===== src/rtl/tmr8_pkg.sv =====
package tmr8_pkg;

  localparam int NCH    = 2;
  localparam int FLG_W  = NCH + 1;
  localparam int ADDR_W = 3;
  localparam int CS_W   = 3;
  localparam int CTRL_W = CS_W + 1;

  localparam logic [ADDR_W-1:0] RA_CNT   = 3'd0;
  localparam logic [ADDR_W-1:0] RA_CMP0  = 3'd1;
  localparam logic [ADDR_W-1:0] RA_MASK  = 3'd3;
  localparam logic [ADDR_W-1:0] RA_FLAG  = 3'd4;
  localparam logic [ADDR_W-1:0] RA_CTRL  = 3'd5;

  // log2 of the divide ratio for each prescaled select value
  function automatic int cs_shift(input logic [CS_W-1:0] cs);
    case (cs)
      3'd2:    return 3;
      3'd3:    return 5;
      3'd4:    return 6;
      3'd5:    return 7;
      3'd6:    return 8;
      3'd7:    return 10;
      default: return 0;
    endcase
  endfunction

endpackage


===== src/rtl/tmr8_prescale.sv =====
module tmr8_prescale
  import tmr8_pkg::*;
#(
  parameter int PRE_W = 10
) (
  input  logic            clk,
  input  logic            rst_n,
  input  logic [CS_W-1:0] cs,
  output logic            tick
);

  logic [PRE_W-1:0] pre_q;
  logic [PRE_W-1:0] pre_d;
  logic [PRE_W-1:0] tap_mask;

  always_comb begin
    pre_d = pre_q + 1'b1;
  end

  always_ff @(posedge clk or negedge rst_n) begin
    if (!rst_n) pre_q <= '0;
    else        pre_q <= pre_d;
  end

  always_comb begin
    for (int i = 0; i < PRE_W; i++) tap_mask[i] = (i < cs_shift(cs));
  end

  always_comb begin
    if (cs == '0)        tick = 1'b0;
    else if (cs == 3'd1) tick = 1'b1;
    else                 tick = ((pre_q & tap_mask) == tap_mask);
  end

endmodule


===== src/rtl/tmr8_count.sv =====
module tmr8_count #(
  parameter int W = 8
) (
  input  logic         clk,
  input  logic         rst_n,
  input  logic         tick,
  input  logic         ld,
  input  logic [W-1:0] ld_val,
  input  logic [W-1:0] top,
  output logic [W-1:0] cnt,
  output logic         wrap,
  output logic         ovf
);

  logic [W-1:0] cnt_q;
  logic [W-1:0] cnt_d;
  logic         adv;
  logic         at_top;

  always_comb begin
    adv    = tick && !ld;
    at_top = (cnt_q == top);
    wrap   = adv && at_top;
    ovf    = adv && (cnt_q == {W{1'b1}});
    if (ld)        cnt_d = ld_val;
    else if (adv)  cnt_d = at_top ? '0 : cnt_q + 1'b1;
    else           cnt_d = cnt_q;
  end

  always_ff @(posedge clk or negedge rst_n) begin
    if (!rst_n) cnt_q <= '0;
    else        cnt_q <= cnt_d;
  end

  assign cnt = cnt_q;

endmodule


===== src/rtl/tmr8_cmp_chan.sv =====
module tmr8_cmp_chan #(
  parameter int W = 8
) (
  input  logic         clk,
  input  logic         rst_n,
  input  logic         buf_we,
  input  logic [W-1:0] buf_wd,
  input  logic         load,
  input  logic         tick,
  input  logic         blk,
  input  logic [W-1:0] cnt,
  output logic [W-1:0] buf_val,
  output logic [W-1:0] act_val,
  output logic         hit,
  output logic         pin
);

  logic [W-1:0] buf_q, buf_d;
  logic [W-1:0] act_q, act_d;
  logic         pin_q, pin_d;

  always_comb begin
    hit   = tick && !blk && (cnt == act_q);
    buf_d = buf_we ? buf_wd : buf_q;
    act_d = load ? buf_q : act_q;
    pin_d = hit ? !pin_q : pin_q;
  end

  always_ff @(posedge clk or negedge rst_n) begin
    if (!rst_n) begin
      buf_q <= '0;
      act_q <= '0;
      pin_q <= 1'b0;
    end else begin
      buf_q <= buf_d;
      act_q <= act_d;
      pin_q <= pin_d;
    end
  end

  assign buf_val = buf_q;
  assign act_val = act_q;
  assign pin     = pin_q;

endmodule


===== src/rtl/tmr8_dual_cmp.sv =====
module tmr8_dual_cmp
  import tmr8_pkg::*;
#(
  parameter int WIDTH = 8,
  parameter int PRE_W = 10
) (
  input  logic              clk,
  input  logic              rst_n,
  input  logic              wr_en,
  input  logic [ADDR_W-1:0] wr_addr,
  input  logic [WIDTH-1:0]  wr_data,
  input  logic [ADDR_W-1:0] rd_addr,
  output logic [WIDTH-1:0]  rd_data,
  output logic              irq,
  output logic [NCH-1:0]    cmp_out
);

  // reset release synchronizer
  logic [1:0] rsync_q;
  logic       rst_sync_n;

  always_ff @(posedge clk or negedge rst_n) begin
    if (!rst_n) rsync_q <= 2'b00;
    else        rsync_q <= {rsync_q[0], 1'b1};
  end
  assign rst_sync_n = rsync_q[1];

  logic [CS_W-1:0]  cs_q, cs_d;
  logic             topsel_q, topsel_d;
  logic [FLG_W-1:0] mask_q, mask_d;
  logic [FLG_W-1:0] flags_q, flags_d;
  logic             supp_q, supp_d;

  logic             tick;
  logic             cnt_wr;
  logic             wrap;
  logic             ovf;
  logic [WIDTH-1:0] cnt_q;
  logic [WIDTH-1:0] top_val;
  logic             load;
  logic             blk;
  logic [FLG_W-1:0] set_v, clr_v;

  logic [WIDTH-1:0] buf_val [NCH];
  logic [WIDTH-1:0] act_val [NCH];
  logic [NCH-1:0]   hit;

  assign cnt_wr  = wr_en && (wr_addr == RA_CNT);
  assign top_val = topsel_q ? act_val[0] : {WIDTH{1'b1}};
  assign load    = wrap || (cs_q == '0);
  assign blk     = supp_q || cnt_wr;

  tmr8_prescale #(.PRE_W(PRE_W)) u_pre (
    .clk   (clk),
    .rst_n (rst_sync_n),
    .cs    (cs_q),
    .tick  (tick)
  );

  tmr8_count #(.W(WIDTH)) u_cnt (
    .clk    (clk),
    .rst_n  (rst_sync_n),
    .tick   (tick),
    .ld     (cnt_wr),
    .ld_val (wr_data),
    .top    (top_val),
    .cnt    (cnt_q),
    .wrap   (wrap),
    .ovf    (ovf)
  );

  for (genvar g = 0; g < NCH; g++) begin : g_chan
    tmr8_cmp_chan #(.W(WIDTH)) u_chan (
      .clk     (clk),
      .rst_n   (rst_sync_n),
      .buf_we  (wr_en && (wr_addr == ADDR_W'(int'(RA_CMP0) + g))),
      .buf_wd  (wr_data),
      .load    (load),
      .tick    (tick),
      .blk     (blk),
      .cnt     (cnt_q),
      .buf_val (buf_val[g]),
      .act_val (act_val[g]),
      .hit     (hit[g]),
      .pin     (cmp_out[g])
    );
  end

  // next-state logic for control, mask, flags and match suppression
  always_comb begin
    cs_d     = cs_q;
    topsel_d = topsel_q;
    mask_d   = mask_q;
    if (wr_en && wr_addr == RA_CTRL) begin
      cs_d     = wr_data[CS_W-1:0];
      topsel_d = wr_data[CS_W];
    end
    if (wr_en && wr_addr == RA_MASK) mask_d = wr_data[FLG_W-1:0];

    set_v   = {hit, ovf};
    clr_v   = (wr_en && wr_addr == RA_FLAG) ? wr_data[FLG_W-1:0] : '0;
    flags_d = (flags_q & ~clr_v) | set_v;

    if (cnt_wr)    supp_d = 1'b1;
    else if (tick) supp_d = 1'b0;
    else           supp_d = supp_q;
  end

  always_ff @(posedge clk or negedge rst_sync_n) begin
    if (!rst_sync_n) begin
      cs_q     <= '0;
      topsel_q <= 1'b0;
      mask_q   <= '0;
      flags_q  <= '0;
      supp_q   <= 1'b0;
    end else begin
      cs_q     <= cs_d;
      topsel_q <= topsel_d;
      mask_q   <= mask_d;
      flags_q  <= flags_d;
      supp_q   <= supp_d;
    end
  end

  assign irq = |(flags_q & mask_q);

  always_comb begin
    rd_data = '0;
    if (rd_addr == RA_CNT)  rd_data = cnt_q;
    if (rd_addr == RA_MASK) rd_data = WIDTH'(mask_q);
    if (rd_addr == RA_FLAG) rd_data = WIDTH'(flags_q);
    if (rd_addr == RA_CTRL) rd_data = WIDTH'({topsel_q, cs_q});
    for (int i = 0; i < NCH; i++) begin
      if (rd_addr == ADDR_W'(int'(RA_CMP0) + i)) rd_data = buf_val[i];
    end
  end

endmodule


===== config.mk =====
export PLATFORM = sky130hd
export DESIGN_NAME = tmr8_dual_cmp
export DESIGN_NICKNAME = d
export VERILOG_FILES = /design/src/rtl/tmr8_pkg.sv /design/src/rtl/tmr8_prescale.sv /design/src/rtl/tmr8_count.sv /design/src/rtl/tmr8_cmp_chan.sv /design/src/rtl/tmr8_dual_cmp.sv
export SDC_FILE = /design/constraint.sdc
export NUM_CORES = 1
export LEC_CHECK = 0
export BUFFER_PORTS_ARGS = -buffer_cell sky130_fd_sc_hd__buf_2
export CORE_ASPECT_RATIO = 1.1
export CORE_MARGIN = 2
export CORE_UTILIZATION = 60
export DETAILED_ROUTE_END_ITERATION = 16
export PLACE_DENSITY_LB_ADDON = 0.15
export RECOVER_POWER = 25
export SYNTH_ARGS = -nofsm -noshare
export SYNTH_HDL_FRONTEND = slang
export SYNTH_SLANG_ARGS = --single-unit

===== constraint.sdc =====
create_clock -name clk -period 5.02 [get_ports clk]
set_clock_uncertainty 0.1 [all_clocks]
set_input_delay 0.753 -clock clk [delete_from_list [all_inputs] [get_ports clk]]
set_output_delay 0.753 -clock clk [all_outputs]
set_load 0.1 [all_outputs]

---- After elaboration in Yosys (flattened, before gate mapping) ----
Cells that the tools add are included.
word-level totals
  memories ................................ 0
  bits of input ports ..................... 17
  bits in read-only memories .............. 0
  bits in latches ......................... 0
  flip-flop bits (word level) ............. 65
  word-level logic and storage cells ...... 93
  bits in writable memories ............... 0
cells by class
  magnitude comparators ................... 10
  $mul .................................... 0
  shifts and indexed selects .............. 0
  bitwise operators ....................... 5
  muxes and demuxes ....................... 16
  reductions and logical operators ........ 24
  equality and inequality tests ........... 22
  $add $sub $neg .......................... 2
  div/mod/pow operators ................... 0
operators by type and width
  operator                 count
  $mux W8                  10
  $eq A3 B3 Y1 const B     8
  $eq A8 B8 Y1             3
  $pmux W4 S6              1
  $eq A3 B2 Y1 const B     6
  $lt A3 B4 Y1 const A     4
  $logic_and A1 B1 Y1      12
  $add A10 B1 Y10 const B  1
  $and A10 B10 Y10         1
  $eq A10 B10 Y1           1
  $eq A3 B1 Y1 const B     3
  $logic_not A3 Y1         3
  $add A8 B1 Y8 const B    1
  $eq A8 B8 Y1 const B     1
  $lt A1 B4 Y1 const A     2
  $lt A2 B4 Y1 const A     2
  $lt A4 B4 Y1 const A     2
  $and A3 B3 Y3            2
  $logic_not A1 Y1         4
  $mux W1                  4
  $reduce_bool A2 Y1       2
  $mux W3                  1
  $not A3 Y3               1
  $or A3 B3 Y3             1
  other kinds (2)          3

---- Longest topological paths before layout ----
Gate-level depths: netlist of the first run.
  word-level depth ........................ 10
  mapped depth ............................ 10
  gate-level depth less buffers ........... 6

---- Modules after synthesis ----
Synthesis of the first run repeated with hierarchy kept, for this count alone.
unflattened totals
  cells, all modules ...................... 307
  area, all modules ....................... 3,492.1 µm²
modules (own cells, without submodules)
  module         seq. area each (µm²)  area an instance (µm²)  instances  cells an instance
  tmr8_cmp_chan  425.4                 723.2                   2          48
  tmr8_dual_cmp  325.3                 910.9                   1          91
  tmr8_count     200.2                 681.9                   1          80
  tmr8_prescale  250.2                 452.9                   1          40

---- Worst setup path after synthesis of the first run ----
Ideal clock, no wire load.
  path kind ............................... input to output
  start ................................... in rd_addr[0]
  end ..................................... out rd_data[3]
  arrival ................................. 3.629 ns
  stages .................................. 4
  path slack .............................. 0.538 ns
  cell sequence ........................... buf_1 -> nor2b_1 -> a21oi_1 -> o21ai_0
between the ends
  longest elaborated chain between the ends .. 7
ends and longest elaborated chain
  what                RTL line              source
  start: declaration  tmr8_dual_cmp.sv:12   input logic [ADDR_W-1:0] rd_addr,
  $logic_not A3 Y1    tmr8_dual_cmp.sv:129  if (rd_addr == RA_CNT) rd_data = cnt_q;
  $mux W8             tmr8_dual_cmp.sv:129
  $mux W8             tmr8_dual_cmp.sv:130  if (rd_addr == RA_MASK) rd_data = WIDTH'(mask_q);
  $mux W8             tmr8_dual_cmp.sv:131  if (rd_addr == RA_FLAG) rd_data = WIDTH'(flags_q);
  $mux W8             tmr8_dual_cmp.sv:132  if (rd_addr == RA_CTRL) rd_data = WIDTH'({topsel_q, cs_q});
  $mux W8             tmr8_dual_cmp.sv:134  if (rd_addr == ADDR_W'(int'(RA_CMP0) + i)) rd_data = buf_val[i];
  $mux W8 (*)         tmr8_dual_cmp.sv:134
  end: declaration    tmr8_dual_cmp.sv:13   output logic [WIDTH-1:0] rd_data,
Every way passes the cells marked *; elsewhere a longest branch is shown, timed or not.

---- Worst setup path after layout of the first run ----
Ends and elaborated chain as after synthesis.

==> summary.md, run 1 <==
| Metric | Value |
|---|---|
| Outcome | complete, no violations |
| Pint | 1170 uW |
| Power density cells | 530 nW/um^2 |
| Endpoint type of the worst setup path | primary output |
| Die Ht | roughly 80 um |
| WS Path Type | input port to primary output |
| Sequential area share after synthesis | 0.493 |
| CP arrival | 2.21 ns |
| Max clock buf depth | 2 |
| Via count | approximately 2,300 |
| TritonCTS clock tree | done |
| Global-route wire length before repair | 11.5 mm |
| GRT Util Overall | 0.257 |
| Via density | 5.96 |
| Post_cts resized | 0 |
| Max_slew headroom | 0.188 |
| Clk Latency, worst-skew pair | 0.34 ns |
| DRT iter0 DRCs | 185 |
| # rows | 28 |
| Initial Utilization | 0.615 |
| Clock sink total | 65 |
| # hold bufs at CTS | 0 |
| Sequential Power Share | 0.447 |
| Gate power share | 0.346 |
| Post-CTS Setup Repair Bufs | 0 |
| Utilization after layout | 0.674 |
| Port buffer count | 27 |
| Final antenna-violating net count | 0 |
| Mapped Nets | 303 |
| Hold Vio Cnt, Final | 0 |
| Worst-margin pin slew | 1.22 ns |
| Post-synthesis xor/xnor area fraction | 0.0478 |
| Final instance area | 3610 um^2 |
| N_diodes | 0 |
| Leak pwr | 0.00167 uW |
| Synth Area in Simple Gates | 0.121 |
| Clk pwr share | 0.206 |
| Synthesis Warnings | 0 |
| H-tree levels | 3 |
| Startpoint Class | input port |
| Synth Area in Compound Gates | 0.0945 |
| Drc violations | 0 |
| Post-synthesis adder-cell area fraction | 0.00759 |
| Sw Ratio | 0.391 |
| Worst Hold Class | input port to asynchronous set/reset pin |
| WL/cell | 18.1 um |
| Unique masters post-synth | 48 |
| Setup TNS Final | 0 ns |
| Min Hold Slack | between 0.08 and 0.09 ns |
| I/O pins | 28 |
| First-pass iteration count of the detailed router | 5 |
| RSZ-0062 raised after global routing | no |
| NetSw | roughly 750 uW |
| Clock Tree Root | clkbuf_8 |
| Fin nets | 329 |
| Min Clock Period, post-route | 3.06 ns |
| Number of global-route vias before repair | 2,270 |
| Synth async-reset ratio | 1.00 |
| #FFs+latches synth | 65 |
| Cell Area, Placed | 3440 um^2 |
| Clock slew at reported path FFs | around 0.070 ns |
| Pin count of the biggest net entering global routing | 34 |
| Fraction of layout cells with a size suffix above 1 | 0.289 |
| Routed wire length | 7.05 mm |
| Die width | approximately 75 um |
| Mapped Area | about 3300 um^2 |
| Post-route clock period utilization | 0.610 |
| Post-synth EDFFs | 0 |
| Commonest non-fill, non-tap cell in the layout | dfrtp_1 |
| Area grow syn2layout | 9.48% |
| Syn Area/Cell | 11.6 um^2 |
| Clock buffer count from CTS | 9 |
| Final Non-Filler Cells | 390 |
| Antenna violations before repair | 0 |
| Max rail drop VDD | 0.330 mV |
| CP Data Required Time | about 4.2 ns |
| Placed cells | 374 |
| Placeable Area | 5360 um^2 |
| Largest family of logic cells by synthesized area | multiplexers |
| # setup viols final | 0 |
| Total gr overflow | 0 |
| Dpl hpwl | 5.10 mm |
| Max Freq | 327 MHz |
| Most frequent cells in the layout | dfrtp_1, mux2_2, buf_2 |
| Post-synthesis mux area share | 0.189 |
| Die area | 6110 um^2 |
| Max-cap violations | 0 |
| Mapped Cells | 284 |
| Final max-slew violation count | 0 |
| Final GP Congestion | 0.885 |
| Top FF cell, synth | dfrtp_1 |
| Critical path fanouts, max | 12 |
[Yosys cell counts (all sizes together), types with 3 or more instances]
cell | count | area share
a211oi | 6 | 0.014
a21oi | 8 | 0.012
a221o | 7 | 0.022
a22oi | 4 | 0.0091
buf | 10 | 0.026
clkbuf | 3 | 0.0034
dfrtp | 65 | 0.49
inv | 14 | 0.016
mux2 | 39 | 0.14
mux2i | 8 | 0.024
mux4 | 3 | 0.020
nand2 | 21 | 0.024
nand2b | 4 | 0.0076
nand3 | 11 | 0.017
nand4 | 5 | 0.0095
nor2 | 17 | 0.019
nor3 | 4 | 0.0061
nor4 | 3 | 0.0057
o22ai | 7 | 0.013
xnor2 | 6 | 0.016
xor2 | 12 | 0.032
[power groups by stage]
| stage | clock [uW] | combinational [uW] | sequential [uW] |
|---|---|---|---|
| floorplan | 0 | 608 | 788 |
| global placement | 0 | 647 | 856 |
| detailed placement | 0 | 663 | 857 |
| CTS | 400 | 665 | 852 |
| global route | 427 | 718 | 879 |
| finish | 395 | 663 | 856 |
[worst max-delay path, stage by stage]
cell and delay, ns:
buf_2 0.27, nor2b_1 0.40, a21oi_1 0.12, o21ai_0 0.20, buf_2 0.46
[cell families (layout without fill, tap and decap cells)]
family / after synthesis / after routing
and+or+nand+nor: 79 / 79
DFF: 65 / 65
muxes: 50 / 50
AOI/OAI and AO/OA: 42 / 42
buffers and inverters: 27 / 58
xor gates and xnor gates: 18 / 18
adders and majority gates: 2 / 2
other: 1 / 1
[metal layers]
metal / GRT usage / share of wire / up-vias
li1: - / - / 1076
met5: 0 / 0 / -
met4: 0.120 / 0.032 / 0
met1: 0.360 / 0.46 / 1160
met2: 0.391 / 0.47 / 67
met3: 0.0442 / 0.045 / 22
[final cells by class]
cell class | count | area [um^2]
clock buffer | 13 | 159
timing repair buffer | 28 | 141
multi-input combinational | 192 | 1520
fill | 424 | 1750
clock inverter | 3 | 15.0
tap | 75 | 93.8
sequential | 65 | 1630
inverter | 14 | 52.6
[stage by stage]
stage	worst slack, ns	total power, uW
global route	1.85	2020
CTS	1.97	1920
detailed placement	1.84	1520
finish	1.96	1910
global placement	1.90	1500
floorplan	0.538	1400
[flip-flops by register name (all words and copies together) (netlist names)]
signal and cells:
u_pre.pre_q 10, rsync_q 2, g_chan.u_chan.buf_val 16, flags_q 3
cs_q 3, mask_q 3, g_chan.u_chan.pin 2, topsel_q 1
u_cnt.cnt 8, g_chan.u_chan.act_val 16, supp_q 1
[path summary, 6_finish.rpt]
kind                            cells after the start                                       to                startpoint  slack (ns)
worst max-delay path                                5                               rd_data[3]                rd_addr[0]        1.96
worst min-delay path                                1                     rsync_q[0]$_DFF_PN0_                     rst_n        0.09
worst max register to register                      6  g_chan[1].u_chan.act_val[5]$_DFFE_PN0P_  u_cnt.cnt[2]$_DFFE_PN0P_        2.09
worst min register to register                      0                     rsync_q[1]$_DFF_PN0_      rsync_q[0]$_DFF_PN0_        0.25
max in group asynchronous                           1  g_chan[0].u_chan.act_val[1]$_DFFE_PN0P_      rsync_q[1]$_DFF_PN0_        3.34
min in group clk                                    0                     rsync_q[1]$_DFF_PN0_      rsync_q[0]$_DFF_PN0_        0.25
Power figures use the tool's default switching activity.
==> inputs of run 2 (changes only) <==
--- a/config.mk
+++ b/config.mk
@@ -5,10 +5,11 @@
 export SDC_FILE = /design/constraint.sdc
 export NUM_CORES = 1
 export LEC_CHECK = 0
+export ABC_AREA = 1
 export BUFFER_PORTS_ARGS = -buffer_cell sky130_fd_sc_hd__buf_2
 export CORE_ASPECT_RATIO = 1.1
 export CORE_MARGIN = 2
-export CORE_UTILIZATION = 60
+export CORE_UTILIZATION = 54
 export DETAILED_ROUTE_END_ITERATION = 16
 export PLACE_DENSITY_LB_ADDON = 0.15
 export RECOVER_POWER = 25
==> constraint.sdc (replaced) <==
create_clock -name clk -period 2.65 [get_ports clk]
set_clock_uncertainty 0.1 [all_clocks]
set_input_delay 0.3975 -clock clk [delete_from_list [all_inputs] [get_ports clk]]
set_output_delay 0.3975 -clock clk [all_outputs]
set_load 0.1 [all_outputs]
==> run 2 against run 1 <==
Critical path depth unchanged; sequential power increased by 83%; die area up 16%; via count grew 33%; worst setup slack lost 1.6 ns; highest routed layer unchanged.
==> summary.md, run 2 <==
| Metric | Value |
|---|---|
| Min Clock Period, post-route | 2.25 ns |
| WL/cell | 15.7 um (-13%) |
| Post_cts resized | 0 (unchanged) |
| Sequential area share after synthesis | 0.468 (-0.0250) |
| CP arrival | 1.75 ns (-0.46 ns) |
| Largest cells by area after synthesis | dfrtp_1, nand2_1, o21ai_0 |
| Post-synthesis adder-cell area fraction | 0.00720 (-0.000385) |
| Port buffer count | 27 (unchanged) |
| Worst-margin pin slew | 1.30 ns (+0.0797 ns) |
| Clk Latency, worst-skew pair | 0.35 ns (about the same) |
| Synth Area in Simple Gates | 0.292 (+0.171) |
| Top FF cell, synth | dfrtp_1 |
| DRT iter0 DRCs | 279 (+51%) |
| Final GP Congestion | 0.903 (+2.1%) |
| Initial Utilization | 0.561 (-0.0543) |
| Synth Area in Compound Gates | 0.0947 (+0.000245) |
| Final antenna-violating net count | 0 (unchanged) |
| TritonCTS clock tree | done |
| Commonest non-fill, non-tap cell in the layout | nand2_1 |
| Clock slew at reported path FFs | 0.07 ns (about the same) |
| Area share of the largest cell type after synthesis | 0.468 (-0.0250) |
| #FFs+latches synth | 65 (unchanged) |
| Post-synthesis mux area share | 0 (-0.189) |
| Placeable Area | 6190 um^2 (+16%) |
| Max clock buf depth | 2 (unchanged) |
| Fillcell total | 546 (+29%) |
| Slack of the worst reg-to-reg path | 0.57 ns (-1.52 ns) |
| Synth cell count leaders | nand2_1, dfrtp_1, inv_1 |
| Utilization after layout | 0.647 (-0.0268) |
| Syn Area/Cell | 7.74 um^2 (-33%) |
| Clock Tree Root | clkbuf_8 |
| CP Data Required Time | 2.15 ns (-2.02 ns) |
| Met1 Wirelength | 4.03 mm (+25%) |
| GRT Util Overall | 0.273 (+0.0152) |
| Worst Hold Class | input port to register |
| Hold Vio Cnt, Final | 0 (unchanged) |
| Routed met2 length | 4.12 mm (+25%) |
| Via density | 5.52 (-7.4%) |
| Area grow syn2layout | 15.3% |
| Unique masters post-synth | 30 (-38%) |
| Total gr overflow | 0 (unchanged) |
| H-tree levels | 3 (unchanged) |
| Post-synth EDFFs | 0 (unchanged) |
| Max Freq | 445 MHz |
| WS Path Type | register to primary output |
| Clock sink total | 65 (unchanged) |
| Antenna violations before repair | 0 (unchanged) |
| Post-route clock period utilization | 0.847 |
| I/O pins | 28 (unchanged) |
| Most frequent cells in the layout | nand2_1, dfrtp_1, inv_1 |
| Fin nets | 496 (+51%) |
| Largest family of logic cells by synthesized area | simple AND/OR/NAND/NOR gates |
| Most common cell in the netlist | nand2_1 |
| Endpoint type of the worst setup path | primary output |
| Synth async-reset ratio | 1.00 (unchanged) |
| Final max-slew violation count | 0 (unchanged) |
| Die area | 7090 um^2 (+16%) |
| Synthesis Warnings | 0 (unchanged) |
| Power density cells | 961 nW/um^2 (+81%) |
| Min Hold Slack | 0.257 ns (+0.168 ns) |
| Leak pwr | 0.00200 uW (+20%) |
| Setup TNS Final | 0 ns (unchanged) |
| Clock buffer count from CTS | 9 (unchanged) |
| Post-synthesis xor/xnor area fraction | 0.0605 (+0.0127) |
| # setup viols final | 0 (unchanged) |
| Outcome | complete, no violations |
| Die width | 80.5 um (+7.8%) |
| Max rail drop VDD | 0.646 mV (+95%) |
| Number of global-route vias before repair | 2,926 (+29%) |
| Pre-CTS WS | 0.601 ns (-1.24 ns) |
| Dominant cell type by area after synthesis | dfrtp_1 |
| Mapped Nets | 468 (+54%) |
| Dpl hpwl | 6.58 mm (+29%) |
| Drc violations | 0 (unchanged) |
| Startpoint Class | register |
| Mapped Area | 3470 um^2 (+5.3%) |
| Metal3 WL | 521 um (+66%) |
| Max-cap violations | 0 (unchanged) |
| Max_slew headroom | 0.135 (-0.0531) |
| Routed wire length | 8.81 mm (+25%) |
| Pin count of the biggest net entering global routing | 33 (-2.9%) |
| Die Ht | 88.1 um (+7.8%) |
| Global-route wire length before repair | 14.4 mm (+25%) |
| Critical path fanouts, max | 6 (-6) |
| Setup ws final | 0.405 ns (-1.55 ns) |
| Mapped Cells | 449 (+58%) |
| Top Layer Used | met4 |
| N_diodes | 0 (unchanged) |
| Via count | 3,102 (+33%) |
| RSZ-0062 raised after global routing | no |
| Fraction of layout cells with a size suffix above 1 | 0.106 (-0.183) |
| First-pass iteration count of the detailed router | 5 (unchanged) |
| # rows | 30 (+7.1%) |
## run 2: changes by cell type after synthesis, sizes merged, moves of 9 or more
| cell | delta |
|---|---|
| inv | +35 |
| nor2 | +9 |
| nand3 | +30 |
| nand2 | +124 |
| o21ai | +46 |
| mux2 | -39 |
## run 2: power by group
| part | internal (uW) | switching (uW) | total (uW) |
|---|---|---|---|
| clock | 484 | 380 | 864 |
| combinational | 486 | 932 | 1420 |
| sequential | 1240 | 325 | 1570 |
## run 2: kinds of logic (layout without fill, tap and decap cells)
| logic type | Yosys count | count (layout) |
|---|---|---|
| AND/OR/NAND/NOR | 233 | 233 |
| flip-flops | 65 | 65 |
| buffers and inverters | 64 | 97 |
| AO/OA/AOI/OAI | 60 | 60 |
| XOR/XNOR | 24 | 24 |
| adder cells (fa/ha/maj) | 2 | 2 |
| other | 1 | 1 |
## run 2: layout make-up
cell class,instances,area (um^2),area share
inverters,50,188,0.0468
repair buffers,31,298,0.0743
flip-flops and latches,65,1630,0.406
well taps,80,100,0.0250
multi-input cells,320,1600,0.398
clock inverters,3,40.0,0.00999
clock buffers,13,159,0.0397
## run 2: critical path, cell delays in order, from the launching register on
cell      delay [ns]
dfrtp_1         0.47
inv_1           0.19
nor2_1          0.07
a221oi_1        0.23
nand4_1         0.22
buf_12          0.23
## run 2: worst paths after layout
kind,start,endpoint,cells past startpoint
setup / recovery,u_cnt.cnt[1]$_DFFE_PN0P_,rd_data[1],5
hold / removal,wr_data[6],g_chan[0].u_chan.buf_val[6]$_DFFE_PN0P_,3
setup reg to reg,u_cnt.cnt[3]$_DFFE_PN0P_,g_chan[0].u_chan.act_val[1]$_DFFE_PN0P_,10
hold reg to reg,rsync_q[0]$_DFF_PN0_,rsync_q[1]$_DFF_PN0_,0
max in group asynchronous,rsync_q[1]$_DFF_PN0_,u_pre.pre_q[9]$_DFF_PN0_,1
min in group asynchronous,rst_n,rsync_q[1]$_DFF_PN0_,2
## run 2: timing repair
action | in CTS | in global routing
setup buffers | 0 | 0
hold buffers | 1 | 0
hold endpoints to repair | 2 | 0
## run 2: layer usage
| metal | vias up | track usage |
|---|---|---|
| met5 | - | 0 |
| met4 | 0 | 0.0986 |
| met1 | 1465 | 0.394 |
| met2 | 124 | 0.414 |
| met3 | 15 | 0.0515 |
| li1 | 1498 | - |
## run 2: through the flow
stage                     power, uW  area (um^2)  instances
after global routing           4070         4010        562
after CTS                      3840         4010        562
final                          3850         4010        562
after global placement         2940         3800        545
after detailed placement       2980         3800        545
after floorplan                2590         3490        449
==> inputs of run 3 (changes only) <==
--- a/config.mk
+++ b/config.mk
@@ -9,7 +9,7 @@
 export BUFFER_PORTS_ARGS = -buffer_cell sky130_fd_sc_hd__buf_2
 export CORE_ASPECT_RATIO = 1.1
 export CORE_MARGIN = 2
-export CORE_UTILIZATION = 54
+export CORE_UTILIZATION = 60
 export DETAILED_ROUTE_END_ITERATION = 16
 export PLACE_DENSITY_LB_ADDON = 0.15
 export RECOVER_POWER = 25
==> constraint.sdc (replaced) <==
create_clock -name clk -period 2.25 [get_ports clk]
set_clock_uncertainty 0.1 [all_clocks]
set_input_delay 0.3375 -clock clk [delete_from_list [all_inputs] [get_ports clk]]
set_output_delay 0.3375 -clock clk [all_outputs]
set_load 0.1 [all_outputs]
==> run 3 against run 2 <==
Power rose by 17%; flip-flop and latch count is the same; sequential power is 15% higher; highest routed layer unchanged; non-clock buffer count up 10; register-to-register slack lost 0.33 ns; clock-buffer cell count stayed put; die area down 9.5%; core utilization grew 6.8 points; first-iteration DRC count shrank 16%; largest power group unchanged.
==> summary.md, run 3 (synthesis gave the netlist of run 2 again) <==
| Metric | Value |
|---|---|
| Max Freq | 465 MHz |
| TritonCTS clock tree | done |
| Dpl hpwl | 6.37 mm (-3.3%) |
| N_diodes | 0 (unchanged) |
| Routed wire length | 8.41 mm (-4.5%) |
| RSZ-0062 raised after global routing | no |
| Worst Hold Class | register to asynchronous set/reset pin |
| # setup viols final | 0 (unchanged) |
| Max-cap violations | 0 (unchanged) |
| Placeable Area | 5700 um^2 (-8.0%) |
| Pin count of the biggest net entering global routing | 34 (+3.0%) |
| Worst reg2reg path startpoint | cs_q[0]$_DFFE_PN0P_ |
| Max clock buf depth | 2 (unchanged) |
| Outcome | complete, no violations |
| First-pass iteration count of the detailed router | 5 (unchanged) |
| Final instance area | 4070 um^2 (+1.6%) |
| Clock buffer count from CTS | 9 (unchanged) |
| GRT Util Overall | 0.281 (+0.00844) |
| WS Path Type | register to primary output |
| Final antenna-violating net count | 0 (unchanged) |
| Min Clock Period, post-route | ~2.2 ns |
| Endpoint type of the worst setup path | primary output |
| R2r worst-path depth | 10 (unchanged) |
| Initial Utilization | 0.610 (+0.0489) |
| Antenna violations before repair | 0 (unchanged) |
| Total gr overflow | 0 (unchanged) |
| Via density | 5.50 (-0.28%) |
| Final GP Congestion | 0.901 (-0.25%) |
| Commonest non-fill, non-tap cell in the layout | nand2_1 |
| Number of global-route vias before repair | 2,940 (+0.48%) |
| Die Ht | 83.8 um (-4.9%) |
| Worst-margin pin slew | 0.829 ns (-0.468 ns) |
| Critical path fanouts, max | 6 (unchanged) |
| Die width | 76.6 um (-4.9%) |
| Clock Tree Root | clkbuf_8 |
| Global-route wire length before repair | 14.2 mm (-1.5%) |
| Power density cells | 1110 nW/um^2 (+15%) |
| Final max-slew violation count | 0 (unchanged) |
| Clock slew at reported path FFs | 0.07 ns (about the same) |
| Port buffer count | 27 (unchanged) |
| Max rail drop VDD | 0.675 mV (+4.6%) |
| Setup TNS Final | 0 ns (unchanged) |
| Fin nets | 506 (+2.0%) |
| Max_slew headroom | 0.447 (+0.312) |
| Area grow syn2layout | 17.2% |
| CP arrival | 1.71 ns (-0.04 ns) |
| I/O pins | 28 (unchanged) |
| FF-to-FF End | g_chan[1].u_chan.act_val[2]$_DFFE_PN0P_ |
| WL/cell | 14.8 um (-5.7%) |
| Clock sink total | 65 (unchanged) |
| Most frequent cells in the layout | nand2_1, dfrtp_1, inv_1, o21ai_0, nand3_1 |
| Min Hold Slack | 0.0718 ns (-0.186 ns) |
| Startpoint Class | register |
| # rows | 29 (-3.3%) |
| Hold Vio Cnt, Final | 0 (unchanged) |
| Die area | 6420 um^2 (-9.5%) |
| Leak pwr | 0.00204 uW (+1.9%) |
| DRT iter0 DRCs | 233 (-16%) |
| Post-route clock period utilization | 0.956 |
| CP Data Required Time | 1.81 ns (-0.34 ns) |
| Cell Area, Placed | 3850 um^2 (+1.3%) |
| H-tree levels | 3 (unchanged) |
| Slack of the worst reg-to-reg path | 0.24 ns (-0.33 ns) |
| Clk Latency, worst-skew pair | 0.34 ns (about the same) |
| Drc violations | 0 (unchanged) |
| Via count | 3,132 (+0.97%) |
| Fraction of layout cells with a size suffix above 1 | 0.136 (+0.0304) |
==> run 3: cell types whose count changed in the layout (fill, tap and decap cells not counted), sizes merged <==
cell      change
clkinvlp      +1
buf          +10
inv           -1
==> run 3: critical path, stage by stage, from the launching register on <==
cell	delay [ns]
dfrtp_1	0.45
inv_1	0.18
nor2_1	0.08
a221oi_1	0.23
nand4_1	0.21
buf_12	0.22
==> run 3: worst max path at each step <==
stage | end | from | slack [ns] | depth (start not counted)
2_1_floorplan | rd_data[6] | rd_addr[2] | -0.21 | 3
3_3_place_gp | g_chan[0].u_chan.act_val[3]$_DFFE_PN0P_ | cs_q[1]$_DFFE_PN0P_ | 0.25 | 10
3_5_place_dp | g_chan[0].u_chan.act_val[7]$_DFFE_PN0P_ | cs_q[1]$_DFFE_PN0P_ | 0.20 | 10
4_1_cts | rd_data[0] | u_cnt.cnt[0]$_DFFE_PN0P_ | 0.04 | 5
5_1_grt | rd_data[1] | u_cnt.cnt[1]$_DFFE_PN0P_ | 0.002 | 5
6_report | rd_data[1] | u_cnt.cnt[1]$_DFFE_PN0P_ | 0.1 | 5
==> run 3: power by group <==
part | internal [uW] | total, uW | switching, uW
Sequential | 1470 | 1800 | 329
Combinational | 632 | 1760 | 1130
Clock | 540 | 958 | 419
Total | 2640 | 4520 | 1880
==> run 3: layer usage <==
metal / track usage / part of all wire
met5: 0 / 0
met2: 0.455 / 0.47
met4: 0.101 / 0.018
met3: 0.0325 / 0.057
met1: 0.395 / 0.46
==> run 3: timing repair <==
action,in CTS,in global routing
setup endpoints to repair,0,17
setup buffers,0,5
endpoints found under the hold margin,2,0
gates resized for setup,0,5
hold buffers,1,0
==> run 3: final cells by class <==
cell class / instances / area, um^2
repair buffers: 41 / 359
multi-input cells: 320 / 1610
fillers: 456 / 1630
flip-flops and latches: 65 / 1630
clock buffers: 13 / 149
well taps: 77 / 96.3
clock inverters: 3 / 40.0
inverters: 50 / 191
==> run 3: per-stage QoR <==
step | total power [uW] | setup WS, ns | cells | utilization
after detailed placement | 3510 | 0.199 | 547 | 0.676
after floorplan | 3050 | -0.208 | 449 | -
after global routing | 4780 | 0.00168 | 569 | 0.715
final | 4520 | 0.0991 | 569 | 0.715
after CTS | 4480 | 0.0409 | 564 | 0.711
after global placement | 3480 | 0.245 | 547 | 0.676
